### config.mk
export PLATFORM = sky130hd
export DESIGN_NAME = mult_coinc_trigger
export DESIGN_NICKNAME = d
export VERILOG_FILES = /design/src/rtl/mct_pkg.sv /design/src/rtl/mct_cfg_unpack.sv /design/src/rtl/mct_group_sum.sv /design/src/rtl/mct_group_judge.sv /design/src/rtl/mult_coinc_trigger.sv
export SDC_FILE = /design/constraint.sdc
export NUM_CORES = 1
export LEC_CHECK = 0
export BUFFER_PORTS_ARGS = -buffer_cell sky130_fd_sc_hd__buf_2
export CAP_MARGIN = 20
export CELL_PAD_IN_SITES_DETAIL_PLACEMENT = 0
export CELL_PAD_IN_SITES_GLOBAL_PLACEMENT = 1
export CORE_UTILIZATION = 45
export CTS_CLUSTER_SIZE = 14
export DETAILED_ROUTE_END_ITERATION = 8
export PLACE_DENSITY = 0.82
export SLEW_MARGIN = 20
export SYNTH_ARGS = -nofsm -noshare
export SYNTH_HDL_FRONTEND = slang
export SYNTH_SLANG_ARGS = --single-unit
### constraint.sdc
create_clock -name clk -period 1.6 [get_ports clk]
set_clock_uncertainty 0.2 [all_clocks]
set_input_delay 0.16 -clock clk [delete_from_list [all_inputs] [get_ports clk]]
set_output_delay 0.16 -clock clk [all_outputs]
set_load 0.01 [all_outputs]
### src/rtl/mct_pkg.sv
package mct_pkg;
   localparam int CFG_W         = 64;
   localparam int HALF_W        = 32;
   localparam int MODE_MULT_BIT = 1;
   localparam int MODE_EXT_BIT  = 2;
   localparam int THR_LSB       = 4;
   localparam int FE_MULT_MAX   = 8;

   typedef enum logic [1:0] {
      SRC_GRAND_OR = 2'd0,
      SRC_MULT     = 2'd1,
      SRC_LINK     = 2'd2
   } trig_src_e;
endpackage

### src/rtl/mct_cfg_unpack.sv
module mct_cfg_unpack
   import mct_pkg::*;
#(
   parameter int NUM_FE  = 6,
   parameter int NUM_GRP = 6,
   parameter int THR_W   = 6,
   parameter int GID_W   = 3
) (
   input  logic [CFG_W-1:0]         cfg_i,
   output logic [NUM_GRP*THR_W-1:0] thr_o,
   output logic [NUM_FE*GID_W-1:0]  gid_o,
   output logic [NUM_GRP-1:0]       en_o,
   output trig_src_e                src_o
);
   localparam int GID_LSB = THR_LSB + NUM_GRP*THR_W;
   localparam int EN_LSB  = GID_LSB + NUM_FE*GID_W;
   localparam int EN_END  = EN_LSB + NUM_GRP;

   assign thr_o = cfg_i[THR_LSB +: NUM_GRP*THR_W];
   assign gid_o = cfg_i[GID_LSB +: NUM_FE*GID_W];
   assign en_o  = cfg_i[EN_LSB  +: NUM_GRP];

   always_comb begin
      if (cfg_i[MODE_EXT_BIT])       src_o = SRC_LINK;
      else if (cfg_i[MODE_MULT_BIT]) src_o = SRC_MULT;
      else                           src_o = SRC_GRAND_OR;
   end

   logic unused_spare;
   generate
      if (EN_END < CFG_W) begin : g_spare
         assign unused_spare = ^{cfg_i[0], cfg_i[3], cfg_i[CFG_W-1:EN_END]};
      end else begin : g_full
         assign unused_spare = ^{cfg_i[0], cfg_i[3]};
      end
   endgenerate
endmodule

### src/rtl/mct_group_sum.sv
module mct_group_sum
   import mct_pkg::*;
#(
   parameter int NUM_FE  = 6,
   parameter int NUM_GRP = 6,
   parameter int MULT_W  = 4,
   parameter int GID_W   = 3,
   parameter int SUM_W   = 6
) (
   input  logic [NUM_FE*MULT_W-1:0] mult_i,
   input  logic [NUM_FE*GID_W-1:0]  gid_i,
   output logic [NUM_GRP*SUM_W-1:0] sum_o
);
   localparam int CL_W = $clog2(FE_MULT_MAX + 1);

   logic [CL_W-1:0] clamped [NUM_FE];

   generate
      for (genvar f = 0; f < NUM_FE; f++) begin : g_fe
         if ((2**MULT_W) - 1 > FE_MULT_MAX) begin : g_sat
            assign clamped[f] = (mult_i[f*MULT_W +: MULT_W] > MULT_W'(FE_MULT_MAX))
                              ? CL_W'(FE_MULT_MAX)
                              : CL_W'(mult_i[f*MULT_W +: MULT_W]);
         end else begin : g_pass
            assign clamped[f] = CL_W'(mult_i[f*MULT_W +: MULT_W]);
         end
      end

      for (genvar g = 0; g < NUM_GRP; g++) begin : g_grp
         logic [SUM_W-1:0] acc;
         always_comb begin
            acc = '0;
            for (int f = 0; f < NUM_FE; f++) begin
               if (gid_i[f*GID_W +: GID_W] == GID_W'(g))
                  acc = acc + SUM_W'(clamped[f]);
            end
         end
         assign sum_o[g*SUM_W +: SUM_W] = acc;
      end
   endgenerate
endmodule

### src/rtl/mct_group_judge.sv
module mct_group_judge #(
   parameter int NUM_GRP = 6,
   parameter int SUM_W   = 6,
   parameter int THR_W   = 6
) (
   input  logic [NUM_GRP*SUM_W-1:0] sum_i,
   input  logic [NUM_GRP*THR_W-1:0] thr_i,
   input  logic [NUM_GRP-1:0]       en_i,
   output logic                     hit_o
);
   localparam int CMP_W = (SUM_W > THR_W) ? SUM_W : THR_W;

   logic [NUM_GRP-1:0] pass;

   generate
      for (genvar g = 0; g < NUM_GRP; g++) begin : g_cmp
         assign pass[g] = CMP_W'(sum_i[g*SUM_W +: SUM_W]) >= CMP_W'(thr_i[g*THR_W +: THR_W]);
      end
   endgenerate

   assign hit_o = (|en_i) & (&(pass | ~en_i));
endmodule

### src/rtl/mult_coinc_trigger.sv
module mult_coinc_trigger
   import mct_pkg::*;
#(
   parameter int NUM_FE  = 6,
   parameter int NUM_GRP = 6,
   parameter int MULT_W  = 4,
   parameter int THR_W   = 6,
   parameter int GID_W   = 3
) (
   input  logic                     clk,
   input  logic                     rst_n,
   input  logic [NUM_FE*MULT_W-1:0] fe_mult_i,
   input  logic [NUM_FE-1:0]        fe_or_i,
   input  logic                     ext_trig_i,
   input  logic [HALF_W-1:0]        cfg_lo_i,
   input  logic [HALF_W-1:0]        cfg_hi_i,
   output logic                     trig_o,
   output logic                     trig_pulse_o
);
   localparam int SUM_W  = $clog2(NUM_FE*FE_MULT_MAX + 1);
   localparam int EN_END = THR_LSB + NUM_GRP*THR_W + NUM_FE*GID_W + NUM_GRP;

   generate
      if (EN_END > CFG_W) begin : g_bad_layout
         $error("configuration fields do not fit in the configuration word");
      end
      if (NUM_GRP > 2**GID_W) begin : g_bad_gid
         $error("group ID width cannot name every group");
      end
      if (MULT_W < $clog2(FE_MULT_MAX + 1)) begin : g_bad_mult
         $error("multiplicity width cannot carry the full range");
      end
   endgenerate

   logic [CFG_W-1:0]         cfg;
   logic [NUM_GRP*THR_W-1:0] grp_thr;
   logic [NUM_FE*GID_W-1:0]  fe_gid;
   logic [NUM_GRP-1:0]       grp_en;
   logic [NUM_GRP*SUM_W-1:0] grp_sum;
   trig_src_e                src_sel;
   logic                     mult_hit;
   logic                     trig_nxt;

   assign cfg = {cfg_hi_i, cfg_lo_i};

   mct_cfg_unpack #(
      .NUM_FE (NUM_FE),
      .NUM_GRP(NUM_GRP),
      .THR_W  (THR_W),
      .GID_W  (GID_W)
   ) u_unpack (
      .cfg_i(cfg),
      .thr_o(grp_thr),
      .gid_o(fe_gid),
      .en_o (grp_en),
      .src_o(src_sel)
   );

   mct_group_sum #(
      .NUM_FE (NUM_FE),
      .NUM_GRP(NUM_GRP),
      .MULT_W (MULT_W),
      .GID_W  (GID_W),
      .SUM_W  (SUM_W)
   ) u_sum (
      .mult_i(fe_mult_i),
      .gid_i (fe_gid),
      .sum_o (grp_sum)
   );

   mct_group_judge #(
      .NUM_GRP(NUM_GRP),
      .SUM_W  (SUM_W),
      .THR_W  (THR_W)
   ) u_judge (
      .sum_i(grp_sum),
      .thr_i(grp_thr),
      .en_i (grp_en),
      .hit_o(mult_hit)
   );

   always_comb begin
      unique case (src_sel)
         SRC_LINK: trig_nxt = ext_trig_i;
         SRC_MULT: trig_nxt = mult_hit;
         default:  trig_nxt = |fe_or_i;
      endcase
   end

   always_ff @(posedge clk or negedge rst_n) begin
      if (!rst_n) begin
         trig_o       <= 1'b0;
         trig_pulse_o <= 1'b0;
      end else begin
         trig_o       <= trig_nxt;
         trig_pulse_o <= trig_nxt & ~trig_o;
      end
   end
endmodule

==> results of run 1 <==
cell usage in the layout, fill, tap and decap left out, drive strengths merged, types with 12 or more instances in the layout:
| cell | n |
|---|---|
| nand2 | 25 |
| nor3b | 15 |
| mux2 | 79 |
| a211oi | 15 |
| xnor2 | 48 |
| and2 | 12 |
| nor3 | 25 |
| o21a | 25 |
| nor2 | 46 |
| xor2 | 24 |
| a21oi | 51 |
| fa | 30 |
| o21ai | 56 |
| buf | 368 |
| nand2b | 22 |
| mux2i | 24 |
| ha | 156 |
| nor2b | 54 |
| a211o | 13 |
| inv | 76 |
| nand3b | 16 |
| a21o | 58 |
cell families after synthesis:
group,after synthesis,synth area share [%]
xor gates and xnor gates,72,7.953
DFF,2,0.6312
AOI/OAI and AO/OA,260,21.76
muxes,103,14.39
adders and majority gates,186,32.19
and+or+nand+nor,243,18.10
buffers and inverters,98,4.971
power groups by stage:
stage / logic (mW) / registers, mW / clock network, mW
final: 2.60 / 0.0575 / 0.381
after CTS: 2.53 / 0.0570 / 0.383
after floorplan: 1.50 / 0.0596 / 0
after global routing: 2.91 / 0.0581 / 0.392
after global placement: 2.40 / 0.0577 / 0
after detailed placement: 2.50 / 0.0573 / 0
metal layers:
metal | track usage [%] | vias up | share of wire [%]
met5 | 0 | - | 0.045
met4 | 3.995 | 2 | 1.5
met3 | 1.426 | 35 | 3.2
met2 | 43.90 | 166 | 47
met1 | 33.95 | 3685 | 48
li1 | - | 4222 | -
per-stage QoR:
stage               setup WS (ps)  instance area, um2
floorplan                   -4547                8059
global placement            -5070               10770
detailed placement          -5218               10770
CTS                         -4886               10920
global route                -5177               11160
finish                      -4945               11160
flip-flops by register name (all words and copies together) (netlist names):
name,flops
trig_o,1
trig_pulse_o,1
timing repair:
action	CTS	global route
setup endpoints to repair	2	2
resized for setup	9	49
endpoints found under the hold margin	2	0
hold buffers	1	0
pin swaps	13	23
buffers inserted	2	6
final cells by class:
| class | count | area share (%) |
|---|---|---|
| multi-input combinational | 864 | 70.22 |
| timing repair buffer | 369 | 23.58 |
| inverter | 76 | 2.557 |
| tap | 225 | 2.523 |
| clock buffer | 3 | 0.6728 |
| sequential | 2 | 0.4485 |
worst paths after layout:
kind,slack (ps),end,from,depth (start not counted)
max in group asynchronous,1050,trig_o,rst_n,2
setup reg to reg,600,trig_pulse_o,trig_o,2
setup / recovery,-4940,trig_o,cfg_hi_i[9],30
hold / removal,30,trig_o,ext_trig_i,3
hold reg to reg,310,trig_pulse_o,trig_o,1
min in group asynchronous,50,trig_pulse_o,rst_n,2
critical path: cells and delay by family:
kind                     cells  cell delay [ps]
adder cells (fa/ha/maj)      7             2490
AND/OR/NAND/NOR              8             1460
AO/OA/AOI/OAI                6              900
multiplexers                 3              790
XOR/XNOR                     2              380
buffers and inverters        4              330
==> reports/metrics.cfg, run 1 <==
[sta]
hold_violations = 0
tightest_slew_ps = 780.5
setup_slack_ps = -4945
fin_tns_setup_ps = -9875
whs_ps = 29.23
drv_slew = 0
rsz0062_at_grt = true
clock.fmax_ghz = 0.1528
finalCritPeriodShare_pct = 409.1
min_period_ps = 6545
max-slew-margin-rel_pct = 47.86
setup_viol = 2

[cts]
cts_buffer_depth = 2
cts_buffers = 3
cts_root_buf = clkbuf_16
clk_pin_slew_ps = 30
cts_tree = yes
h-tree-depth = 1
clock_latency_ps = 220
clock_sinks = 2

[synth]
synth-async-reset-ratio_pct = 100.0
seq_area_frac_synth_pct = 0.6312
synth_nets = 1247
netlist_top_cells_area = ha_1 (25%), mux2_2 (11%), fa_1 (7.6%), a21o_1 (5.5%), xnor2_1 (5.3%)
synth_area_um2 = 7929
synth_top_area_share_pct = 24.62
syn_inst = 964
synth.distinct_cells = 58
synth_edf_count = 0
yosys-top-cells-count = ha_1 (156), inv_1 (76), mux2_2 (76), a21o_1 (58), nor2b_1 (54)
synth-main-ff-cell = dfrtp_1
synth_warnings = 0
syn-mean-instance-area_um2 = 8.225
synth_top_area_cell = ha_1
ys_ff_latch = 2
synth_most_common_cell = ha_1

[setup_path]
arrival_ps = 6490
cp.required_ps = 1540
start_kind = input pin
crit_fanout = 5
end_kind = flip-flop
cp_slowest_cell = fa_2
crit_type = input pin to flip-flop
slowest_delay_ps = 530

[pwr]
pwr-share-comb_pct = 85.6
p_sw_mw = 1.263
total_power_mw = 3.038
power_frac_clock_pct = 12.5
max-vdd-ir-drop_mv = 0.5584
seq_power_share_pct = 1.9
powerDensity_nw_per_um2 = 272.2
cellLeakagePower_nw = 5.930
internal_power_mw = 1.774
switching_share_pct = 41.59

[min_path]
hp-class = input pin to flip-flop

[layout]
seqCellArea_um2 = 50.05
num-nets-final = 1599
multiInputGateArea_um2 = 7835
area_delta_synth_final_pct = 40.73
num_antenna_cells = 0
fill_cells = 1490
stdcell_count = 1539
fin_util_pct = 64.74
drive_gt1_share_pct = 39.80

[global_routing]
grt_usage_pct = 24.96
grt_remaining_overflow = 0
grt_pass1_vias = 8124
grt_max_degree = 11
antenna_found_initial = 2
grt_pass1_wl_mm = 37.31

[place]
numPlacedInstances = 1527
gp_congestion = 0.8775
dp_hpwl_mm = 19.23
port_buffers = 96

[floorplan]
die_w_um = 134.7
io_pins = 99
dieArea_um2 = 18150
core_area_um2 = 17240
rows = 48
die_h_um = 134.7
start_util_pct = 46.00

[drt]
ant_nets = 0
avgViaCountPerCell = 5.270
drtIter0Drc = 282
wl_mm = 22.46
vias = 8110
wl_per_cell_um = 14.59
firstDrtPassIters = 5
drc = 0

[outcome]
violations = negative setup slack
status = finished, violations left

[run]
max-cap-violations = 0

Power figures use the tool's default switching activity.
==> run 2: changes to the inputs <==
--- a/config.mk
+++ b/config.mk
@@ -9,10 +9,11 @@
 export CAP_MARGIN = 20
 export CELL_PAD_IN_SITES_DETAIL_PLACEMENT = 0
 export CELL_PAD_IN_SITES_GLOBAL_PLACEMENT = 1
-export CORE_UTILIZATION = 45
+export CORE_ASPECT_RATIO = 0.7
+export CORE_UTILIZATION = 50
 export CTS_CLUSTER_SIZE = 14
 export DETAILED_ROUTE_END_ITERATION = 8
-export PLACE_DENSITY = 0.82
+export PLACE_DENSITY = 0.9
 export SLEW_MARGIN = 20
 export SYNTH_ARGS = -nofsm -noshare
 export SYNTH_HDL_FRONTEND = slang
==> run 2 against run 1 <==
Effect of this change:
- the flow finishes with violations (design-rule violations, negative setup slack)
- register-to-register slack better by 60 ps
- utilization up 7.8 points
- combinational power up 3%
- non-clock buffer count up 13
- global-route usage up 3.4 points
- power up 2.9%
- die area down 9.8%
- count of clock-buffer cells in the layout unchanged
- routed wire length up 3.4%
- critical endpoint unchanged
==> reports/metrics.cfg, run 2 (synthesis results as in run 1) <==
[min_path]
hp-start = ext_trig_i
hp-class = input pin to flip-flop

[layout]
final_common_cell = buf_4
multiInputGateArea_um2 = 7851
num_antenna_cells = 0
num-nets-final = 1612
fin_util_pct = 72.49
fill_cells = 1207
reg.largest.list = trig_o x1, trig_pulse_o x1
drive_gt1_share_pct = 40.54
mostFrequentLayoutCells = buf_4 (277), ha_1 (145), buf_2 (94)
area_delta_synth_final_pct = 41.71
seqCellArea_um2 = 50.05
stdcell_count = 1527

[drt]
vias = 8416
firstDrtPassIters = 6
wl_per_cell_um = 15.20
avgViaCountPerCell = 5.511
drc = 2
drtIter0Drc = 398
ant_nets = 0
wl_mm = 23.22

[setup_path]
crit_fanout = 4
worstSetupStartpoint = cfg_hi_i[8]
cp_slowest_cell = fa_2
slowest_delay_ps = 520
cp.required_ps = 1540
r2r_start = trig_o
end_kind = flip-flop
crit_type = input pin to flip-flop
arrival_ps = 6410
start_kind = input pin

[cts]
clk_pin_slew_ps = 30
cts_buffers = 3
clock_sinks = 2
cts_root_buf = clkbuf_16
cts_buffer_depth = 2
cts_tree = yes
h-tree-depth = 1
clock_latency_ps = 220

[sta]
tightest_slew_ps = 798.3
finalCritPeriodShare_pct = 404.0
setup_viol = 2
hold_violations = 0
setup_slack_ps = -4864
whs_ps = 30.76
clock.fmax_ghz = 0.1547
max-slew-margin-rel_pct = 46.67
rsz0062_at_grt = true
drv_slew = 0
min_period_ps = 6464

[global_routing]
grt_usage_pct = 28.37
use_met2_pct = 50.82
use_met3_pct = 1.932
grt_pass1_wl_mm = 38.34
grt_util_met1_pct = 37.65
grt-busiest-layer = met2
grt_remaining_overflow = 0
grt_max_degree = 13
antenna_found_initial = 0
grt_pass1_vias = 8411

[pwr]
max-vdd-ir-drop_mv = 0.2765
power_frac_clock_pct = 12.2
powerDensity_nw_per_um2 = 278.3
total_power_mw = 3.127
cellLeakagePower_nw = 6.003
pwr-share-comb_pct = 85.9
switching_share_pct = 41.87
p_sw_mw = 1.309
internal_power_mw = 1.818
seq_power_share_pct = 1.8

[floorplan]
io_pins = 99
start_util_pct = 51.15
core_area_um2 = 15500
die_w_um = 152.5
rows = 38
dieArea_um2 = 16370
die_h_um = 107.4

[place]
numPlacedInstances = 1511
dp_hpwl_mm = 19.96
gp_congestion = 0.8906
place_ws_ps = -5223
port_buffers = 96

[outcome]
status = finished, violations left
violations = design-rule violations, negative setup slack

[run]
max-cap-violations = 0

[run 2: worst max-delay path: cells and delay by family]
kind | cells | cell delay, ps
simple gates | 8 | 1420
xor+xnor | 2 | 370
fa+ha+maj | 7 | 2440
mux | 3 | 780
compound gates | 6 | 910
buf+inv | 4 | 310
[run 2: worst paths after layout]
check	to	slack [ps]	depth (start not counted)
max	trig_o	-4860	30
min	trig_o	30	3
max reg2reg	trig_pulse_o	660	2
min reg2reg	trig_pulse_o	310	1
max in group asynchronous	trig_o	1040	2
min in group asynchronous	trig_pulse_o	60	2
[run 2: power groups by stage]
| stage | registers, mW | clock network [mW] | logic, mW |
|---|---|---|---|
| final | 0.0576 | 0.383 | 2.69 |
| after CTS | 0.0571 | 0.386 | 2.61 |
| after floorplan | 0.0596 | 0 | 1.50 |
| after global routing | 0.0575 | 0.391 | 2.98 |
| after detailed placement | 0.0576 | 0 | 2.54 |
| after global placement | 0.0576 | 0 | 2.43 |
[run 2: metrics by stage]
stage,cell area (um2),setup TNS (ps)
after global routing,11240,-10250
after global placement,10790,-10270
after CTS,11070,-9611
final,11240,-9723
after floorplan,8059,-9088
after detailed placement,10790,-10440
[run 2: per-layer routing]
| layer | vias to the layer above | part of all wire, % |
|---|---|---|
| li1 | 4258 | - |
| met1 | 3946 | 48 |
| met2 | 175 | 47 |
| met3 | 37 | 3.6 |
| met4 | 0 | 1.9 |
| met5 | - | 0 |
[run 2: what timing repair did]
item                                    CTS  global route
setup buffers                             9             3
resized for setup                        30            32
pin swaps                                12            15
hold buffers                              1             0
endpoints found under the setup margin    2             2
hold endpoints to repair                  2             0
[run 2: cell type report]
type                       instances  share of cell area [%]
timing repair buffer             382                   24.24
clock buffer                       3                  0.6682
inverter                          76                   2.539
sequential                         2                  0.4454
tap                              200                   2.227
multi-input combinational        864                   69.88
